File: src/rtl/mac_dp_pkg.sv
package mac_dp_pkg;

    typedef enum logic [3:0] {
        OP_NOP   = 4'd0,
        OP_LOAD  = 4'd1,
        OP_ADD   = 4'd2,
        OP_SUB   = 4'd3,
        OP_ADDC  = 4'd4,
        OP_ADDU  = 4'd5,
        OP_SUBB  = 4'd6,
        OP_SUBU  = 4'd7,
        OP_LOADP = 4'd8,
        OP_ADDP  = 4'd9,
        OP_SUBP  = 4'd10,
        OP_LDT   = 4'd11,
        OP_MPY   = 4'd12,
        OP_SAVEB = 4'd13
    } op_e;

    typedef enum logic [1:0] {
        PS_NONE = 2'd0,
        PS_LSH1 = 2'd1,
        PS_LSH4 = 2'd2,
        PS_ASR6 = 2'd3
    } pscale_e;

    typedef struct packed {
        logic [31:0] res;
        logic        cout;
        logic        ovf;
        logic        wr_acc;
        logic        flags_upd;
    } alu_out_t;

endpackage

File: src/rtl/mac_in_shifter.sv
module mac_in_shifter #(
    parameter int DW    = 16,
    parameter int SHW   = 5,
    parameter int MAXSH = 16
) (
    input  logic [DW-1:0]   opnd,
    input  logic [SHW-1:0]  cnt,
    input  logic            sext_en,
    output logic [2*DW-1:0] scaled
);
    localparam int AW = 2 * DW;
    localparam int CW = $clog2(MAXSH + 1);

    logic [CW-1:0] eff;
    logic [AW-1:0] stg [0:CW];

    // counts beyond the limit act as the limit
    assign eff    = (int'(cnt) > MAXSH) ? CW'(MAXSH) : CW'(cnt);
    assign stg[0] = {{DW{sext_en & opnd[DW-1]}}, opnd};

    for (genvar k = 0; k < CW; k++) begin : g_stage
        assign stg[k+1] = eff[k] ? (stg[k] << (1 << k)) : stg[k];
    end

    assign scaled = stg[CW];
endmodule

File: src/rtl/mac_product_unit.sv
module mac_product_unit
    import mac_dp_pkg::*;
#(
    parameter int DW = 16
) (
    input  logic            clk,
    input  logic            rst_n,
    input  logic            ld_t,
    input  logic            do_mpy,
    input  logic [DW-1:0]   opnd,
    input  logic [1:0]      mode,
    output logic [2*DW-1:0] preg,
    output logic [2*DW-1:0] pscaled
);
    localparam int AW  = 2 * DW;
    localparam int SL1 = 1;
    localparam int SL4 = 4;
    localparam int SR6 = 6;

    logic [DW-1:0] treg;
    logic [AW-1:0] a_ext, b_ext, prod;

    assign a_ext = {{DW{treg[DW-1]}}, treg};
    assign b_ext = {{DW{opnd[DW-1]}}, opnd};
    assign prod  = a_ext * b_ext;

    always_ff @(posedge clk or negedge rst_n) begin
        if (!rst_n) begin
            treg <= '0;
            preg <= '0;
        end else begin
            if (ld_t)   treg <= opnd;
            if (do_mpy) preg <= prod;
        end
    end

    always_comb begin
        unique case (pscale_e'(mode))
            PS_NONE: pscaled = preg;
            PS_LSH1: pscaled = preg << SL1;
            PS_LSH4: pscaled = preg << SL4;
            PS_ASR6: pscaled = AW'($signed(preg) >>> SR6);
            default: pscaled = preg;
        endcase
    end

    // mode 11 output carries the product sign in its top bits
    a_r4_asr_sign: assert property (@(posedge clk) disable iff (!rst_n)
        (mode == 2'b11) |-> ((pscaled[AW-1:AW-1-SR6] == '0) ||
                             (pscaled[AW-1:AW-1-SR6] == '1)));

    // multiplying by zero empties the product register
    a_r2_mpy_zero: assert property (@(posedge clk) disable iff (!rst_n)
        (do_mpy && opnd == '0) |=> (preg == '0));
endmodule

File: src/rtl/mac_alu.sv
module mac_alu
    import mac_dp_pkg::*;
#(
    parameter int AW = 32
) (
    input  op_e           op,
    input  logic [AW-1:0] acc,
    input  logic [AW-1:0] opd,
    input  logic [AW-1:0] prd,
    input  logic          carry_in,
    output alu_out_t      o
);
    logic [AW-1:0] b, bx;
    logic [AW:0]   sum;
    logic          sub, cin, arith;

    always_comb begin
        o     = '0;
        b     = opd;
        sub   = 1'b0;
        cin   = 1'b0;
        arith = 1'b0;
        unique case (op)
            OP_LOAD:          begin o.wr_acc = 1'b1; o.res = opd; end
            OP_LOADP:         begin o.wr_acc = 1'b1; o.res = prd; end
            OP_ADD, OP_ADDU:  arith = 1'b1;
            OP_ADDC:          begin arith = 1'b1; cin = carry_in; end
            OP_ADDP:          begin arith = 1'b1; b = prd; end
            OP_SUB, OP_SUBU:  begin arith = 1'b1; sub = 1'b1; cin = 1'b1; end
            OP_SUBB:          begin arith = 1'b1; sub = 1'b1; cin = carry_in; end
            OP_SUBP:          begin arith = 1'b1; sub = 1'b1; cin = 1'b1; b = prd; end
            default:          ;
        endcase
        bx  = sub ? ~b : b;
        sum = {1'b0, acc} + {1'b0, bx} + {{AW{1'b0}}, cin};
        if (arith) begin
            o.wr_acc    = 1'b1;
            o.flags_upd = 1'b1;
            o.res       = sum[AW-1:0];
            o.cout      = sum[AW];
            o.ovf       = (acc[AW-1] == bx[AW-1]) && (sum[AW-1] != acc[AW-1]);
        end
    end
endmodule

File: src/rtl/mac_datapath.sv
module mac_datapath
    import mac_dp_pkg::*;
#(
    parameter int DW    = 16,
    parameter int SHW   = 5,
    parameter int MAXSH = 16
) (
    input  logic            clk,
    input  logic            rst_n,
    input  logic            op_valid,
    input  logic [3:0]      op_sel,
    input  logic [DW-1:0]   operand,
    input  logic [SHW-1:0]  shift_cnt,
    input  logic [1:0]      pscale_mode,
    input  logic            sxm,
    input  logic            ovm,
    input  logic            ov_clr,
    output logic [2*DW-1:0] acc,
    output logic [2*DW-1:0] accb,
    output logic [2*DW-1:0] preg,
    output logic            carry,
    output logic            ovf
);
    localparam int AW = 2 * DW;
    localparam logic [AW-1:0] SAT_POS = {1'b0, {(AW-1){1'b1}}};
    localparam logic [AW-1:0] SAT_NEG = {1'b1, {(AW-1){1'b0}}};

    op_e           op;
    logic          no_sext, sext_en;
    logic [AW-1:0] opd_scaled, prd_scaled, acc_next;
    alu_out_t      alu_o;

    assign op      = op_e'(op_sel);
    assign no_sext = (op == OP_ADDC) || (op == OP_ADDU) ||
                     (op == OP_SUBB) || (op == OP_SUBU);
    assign sext_en = sxm && !no_sext;

    mac_in_shifter #(.DW(DW), .SHW(SHW), .MAXSH(MAXSH)) u_shift (
        .opnd    (operand),
        .cnt     (shift_cnt),
        .sext_en (sext_en),
        .scaled  (opd_scaled)
    );

    mac_product_unit #(.DW(DW)) u_prod (
        .clk     (clk),
        .rst_n   (rst_n),
        .ld_t    (op_valid && op == OP_LDT),
        .do_mpy  (op_valid && op == OP_MPY),
        .opnd    (operand),
        .mode    (pscale_mode),
        .preg    (preg),
        .pscaled (prd_scaled)
    );

    mac_alu #(.AW(AW)) u_alu (
        .op       (op),
        .acc      (acc),
        .opd      (opd_scaled),
        .prd      (prd_scaled),
        .carry_in (carry),
        .o        (alu_o)
    );

    // saturation direction follows the accumulator sign on overflow
    always_comb begin
        if (alu_o.flags_upd && alu_o.ovf && ovm)
            acc_next = acc[AW-1] ? SAT_NEG : SAT_POS;
        else
            acc_next = alu_o.res;
    end

    always_ff @(posedge clk or negedge rst_n) begin
        if (!rst_n) begin
            acc   <= '0;
            accb  <= '0;
            carry <= 1'b0;
            ovf   <= 1'b0;
        end else begin
            if (op_valid && alu_o.wr_acc)    acc   <= acc_next;
            if (op_valid && alu_o.flags_upd) carry <= alu_o.cout;
            if (op_valid && op == OP_SAVEB)  accb  <= acc;
            ovf <= (ovf && !ov_clr) || (op_valid && alu_o.flags_upd && alu_o.ovf);
        end
    end

    // an idle cycle holds the accumulator and its buffer
    a_r10_hold: assert property (@(posedge clk) disable iff (!rst_n)
        !op_valid |=> ($stable(acc) && $stable(accb) && $stable(carry)));

    // overflow flag stays set without a clear
    a_r8_sticky: assert property (@(posedge clk) disable iff (!rst_n)
        (ovf && !ov_clr) |=> ovf);

    // a clear with no arithmetic leaves the flag low
    a_r8_clear: assert property (@(posedge clk) disable iff (!rst_n)
        (ov_clr && !(op_valid && alu_o.flags_upd)) |=> !ovf);

    // saturating overflow lands on an extreme
    a_r9_saturate: assert property (@(posedge clk) disable iff (!rst_n)
        (op_valid && ovm && alu_o.flags_upd && alu_o.ovf) |=>
        (acc == SAT_POS || acc == SAT_NEG));

    // a full-width shift leaves the low half of a loaded value empty
    a_r5_zero_fill: assert property (@(posedge clk) disable iff (!rst_n)
        (op_valid && op == OP_LOAD && int'(shift_cnt) >= MAXSH) |=>
        (acc[DW-1:0] == '0));
endmodule

File: config.mk
export PLATFORM = sky130hd
export DESIGN_NAME = mac_datapath
export DESIGN_NICKNAME = d
export VERILOG_FILES = /design/src/rtl/mac_dp_pkg.sv /design/src/rtl/mac_in_shifter.sv /design/src/rtl/mac_product_unit.sv /design/src/rtl/mac_alu.sv /design/src/rtl/mac_datapath.sv
export SDC_FILE = /design/constraint.sdc
export NUM_CORES = 1
export LEC_CHECK = 0
export BUFFER_PORTS_ARGS = -buffer_cell sky130_fd_sc_hd__buf_2
export CAP_MARGIN = 25
export CORE_MARGIN = 2
export CORE_UTILIZATION = 55
export DETAILED_ROUTE_END_ITERATION = 10
export PLACE_DENSITY = 0.84
export SLEW_MARGIN = 20
export SYNTH_ARGS = -nofsm -noshare
export SYNTH_HDL_FRONTEND = slang
export SYNTH_SLANG_ARGS = --single-unit
File: constraint.sdc
create_clock -name clk -period 9 [get_ports clk]
set_clock_uncertainty 0.05 [all_clocks]
set_input_delay 0.9 -clock clk [delete_from_list [all_inputs] [get_ports clk]]
set_output_delay 0.9 -clock clk [all_outputs]
set_load 0.02 [all_outputs]
==> metrics <==
outcome finished, final reports clean; post-CTS setup buffer count 0; Reg-to-Reg End u_prod.preg[28]; crit path max-delay cell type fa_1; Synth-to-Final Area Change 7.89%; hold_buf cts 0; Clock Pin Slew Worst Setup and Hold Paths 0.06 ns; final antenna-violating net count 0; total of max-cap violations 0; endpoints failing setup 0; Startpoint Class primary input; most used cell along the critical path fa_1; CP Class in -> reg; crit-path max FO 21; first-pass GRT wire length 89600 µm; 1st-iter DRT viols 1833; EDFF count, synth 0; reg2reg start u_prod.treg[11]; initial antenna violation count 5; Hold Fails Final Rpt 0; Tot GR Track Use 0.316; Gate Count Post-Synth 2053; Vias per Instance 6.24; Hold Path Origin accb[1]; worst path arrival time 7.38 ns; final worst-path cycle share 0.786; Site Rows 67; Synth Net Count 2463; Starting Density 0.562; cell area after synthesis 19000 µm²; RSZ-0062 raised after global routing no; Die X 190 µm; Residual DRC 0; Vias 16000; GRT overflow 0; Post-DP HPWL 41500 µm; Worst slew margin 0.380; Clock Sinks 114; largest net degree at the start of global routing 60; H-Tree Depth 4; Root Driver clkbuf_16; DRT Wirelength 54800 µm; CTS tree done; IO buf count 130; worst min path class reg -> reg; drt wl/cell 21.4 µm; r2r worst-path depth 19; drt pass-1 iters 8; most frequent cells in the layout inv_1 (308), fa_1 (264), nand2_1 (241); vias in the first global route 17100; Post-Synthesis Mean Instance Area 9.23 µm²; R2R Setup Slk 2.00 ns; core box area 33700 µm²; Worst-Margin Slew 0.930 ns; clk_lat worst skew 0.43 ns; CTS-repair resized insts 0; die area 36000 µm²; Placer Congestion 1.02; Placement Setup Slack 1.58 ns; commonest non-fill, non-tap cell in the layout inv_1; Max Freq 141 MHz; Synth async-reset ratio 1.00; Netlist cell types 70; Largest stage delay, worst path 0.57 ns; Hold Path Stages 2; CP cell instances buf_2 > nand2_1 > fa_1 > inv_1 > fa_1 > inv_1 > fa_1 > inv_1 > fa_1 > fa_1 > inv_1 > fa_1 > inv_1 > ha_1 > a21oi_1 > o21ai_0 > a21o_1 > a21o_1 > nor3_1 > o21a_1 > o211ai_1 > a2111oi_0 > a211o_1; worst hold endpoint accb[1]; Final #Nets 2508; critical path required time 9.31 ns; worst setup margin 1.93 ns; Bufs on Longest Clock Path 2; number of CTS-inserted buffers 17; die height 190 µm; synth warn 0; FF+latch count, synth 114; fraction of layout cells with a size suffix above 1 0.137; critical path capture point type register; Setup TNS 0 ns; Tmin final 7.07 ns; register area share after synthesis 0.151; Top FF cell, synth dfrtp_1; I/O pin cnt 131; Max Slew Vio Count 0
-- logic make-up after synthesis --
logic type / after synthesis / share of synthesized area
AO/OA/AOI/OAI: 358 / 0.130
XOR/XNOR: 89 / 0.0411
adder cells (fa/ha/maj): 377 / 0.353
buffers and inverters: 428 / 0.0862
flip-flops: 114 / 0.151
multiplexers: 138 / 0.101
AND/OR/NAND/NOR: 549 / 0.138
-- routing by layer --
metal,GRT usage,routed length (µm),up-vias
li1,-,-,6874
met1,0.386,20300,7986
met2,0.530,26500,901
met3,0.0622,5000,239
met4,0.173,2980,0
met5,0,0,-
-- area by class of cell --
cell class / count / area, µm²
Antenna cell: 7 / 17.5
Clock buffer: 20 / 467
Clock inverter: 10 / 110
Fill cell: 2806 / 13300
Inverter: 308 / 1160
Multi-Input combinational cell: 1511 / 14500
Sequential cell: 114 / 2850
Tap cell: 448 / 561
Timing Repair Buffer: 146 / 783
-- flip-flops by register name, indices dropped and copies added (netlist names) --
signal	flops
accb	32
ovf	1
u_prod.preg	32
u_prod.treg	16
carry	1
acc	32
-- metrics by stage --
| step | utilization | cells | area, µm² | hold slack (ns) |
|---|---|---|---|---|
| 2_1_floorplan | - | 2053 | 19000 | 0.483 |
| 3_3_place_gp | 0.589 | 2526 | 19800 | 0.413 |
| 3_5_place_dp | 0.589 | 2527 | 19900 | 0.425 |
| 4_1_cts | 0.606 | 2557 | 20400 | 0.440 |
| 5_1_grt | 0.607 | 2560 | 20400 | 0.458 |
| 6_report | 0.607 | 2564 | 20400 | 0.446 |
-- critical path: cells and delay by family --
| family | cells | cell delay [ns] |
|---|---|---|
| AOI/OAI and AO/OA | 8 | 1.72 |
| adders and majority gates | 7 | 3.37 |
| buffers and inverters | 6 | 0.73 |
| and+or+nand+nor | 2 | 0.63 |
-- Yosys cell counts (all sizes together) (4+ instances only) --
| cell type | number | area [µm²] |
|---|---|---|
| xor2 | 46 | 403 |
| nor4 | 4 | 31.3 |
| a31oi | 10 | 77.6 |
| or3 | 4 | 25.0 |
| fa | 264 | 5290 |
| o21a | 10 | 75.1 |
| and2 | 122 | 763 |
| a211oi | 21 | 158 |
| nand4 | 5 | 31.3 |
| a21o | 26 | 195 |
| a221o | 16 | 160 |
| buf | 26 | 125 |
| a22oi | 17 | 128 |
| o31ai | 11 | 82.6 |
| mux2i | 49 | 490 |
| o21ai | 82 | 410 |
| a221oi | 6 | 52.6 |
| o31a | 4 | 35.0 |
| nor3b | 5 | 37.5 |
| ha | 113 | 1410 |
| o221ai | 4 | 35.0 |
| nand2b | 20 | 125 |
| nand3 | 19 | 95.1 |
| o22ai | 4 | 25.0 |
| nor2 | 80 | 300 |
| mux2 | 52 | 586 |
| nor3 | 20 | 100 |
| nand2 | 241 | 905 |
| dfrtp | 114 | 2850 |
| clkbuf | 94 | 353 |
| o211ai | 17 | 183 |
| a21oi | 84 | 420 |
| a222oi | 10 | 100 |
| xnor2 | 43 | 377 |
| inv | 308 | 1160 |
| mux4 | 37 | 833 |
| o21bai | 9 | 67.6 |
| nor2b | 14 | 87.6 |
-- worst max path at each step --
stage	depth (start not counted)	start	slack [ns]	end
after global placement	19	operand[1]	1.75	u_prod.preg[28]
final	23	operand[3]	1.93	u_prod.preg[28]
after floorplan	24	operand[3]	2.14	u_prod.preg[28]
after global routing	19	operand[1]	1.50	u_prod.preg[28]
after detailed placement	23	operand[1]	1.58	u_prod.preg[28]
after CTS	20	operand[1]	2.01	u_prod.preg[28]
Power is not shown: default switching activity piles up to over one toggle a cycle in this logic, so the estimate is an artifact.
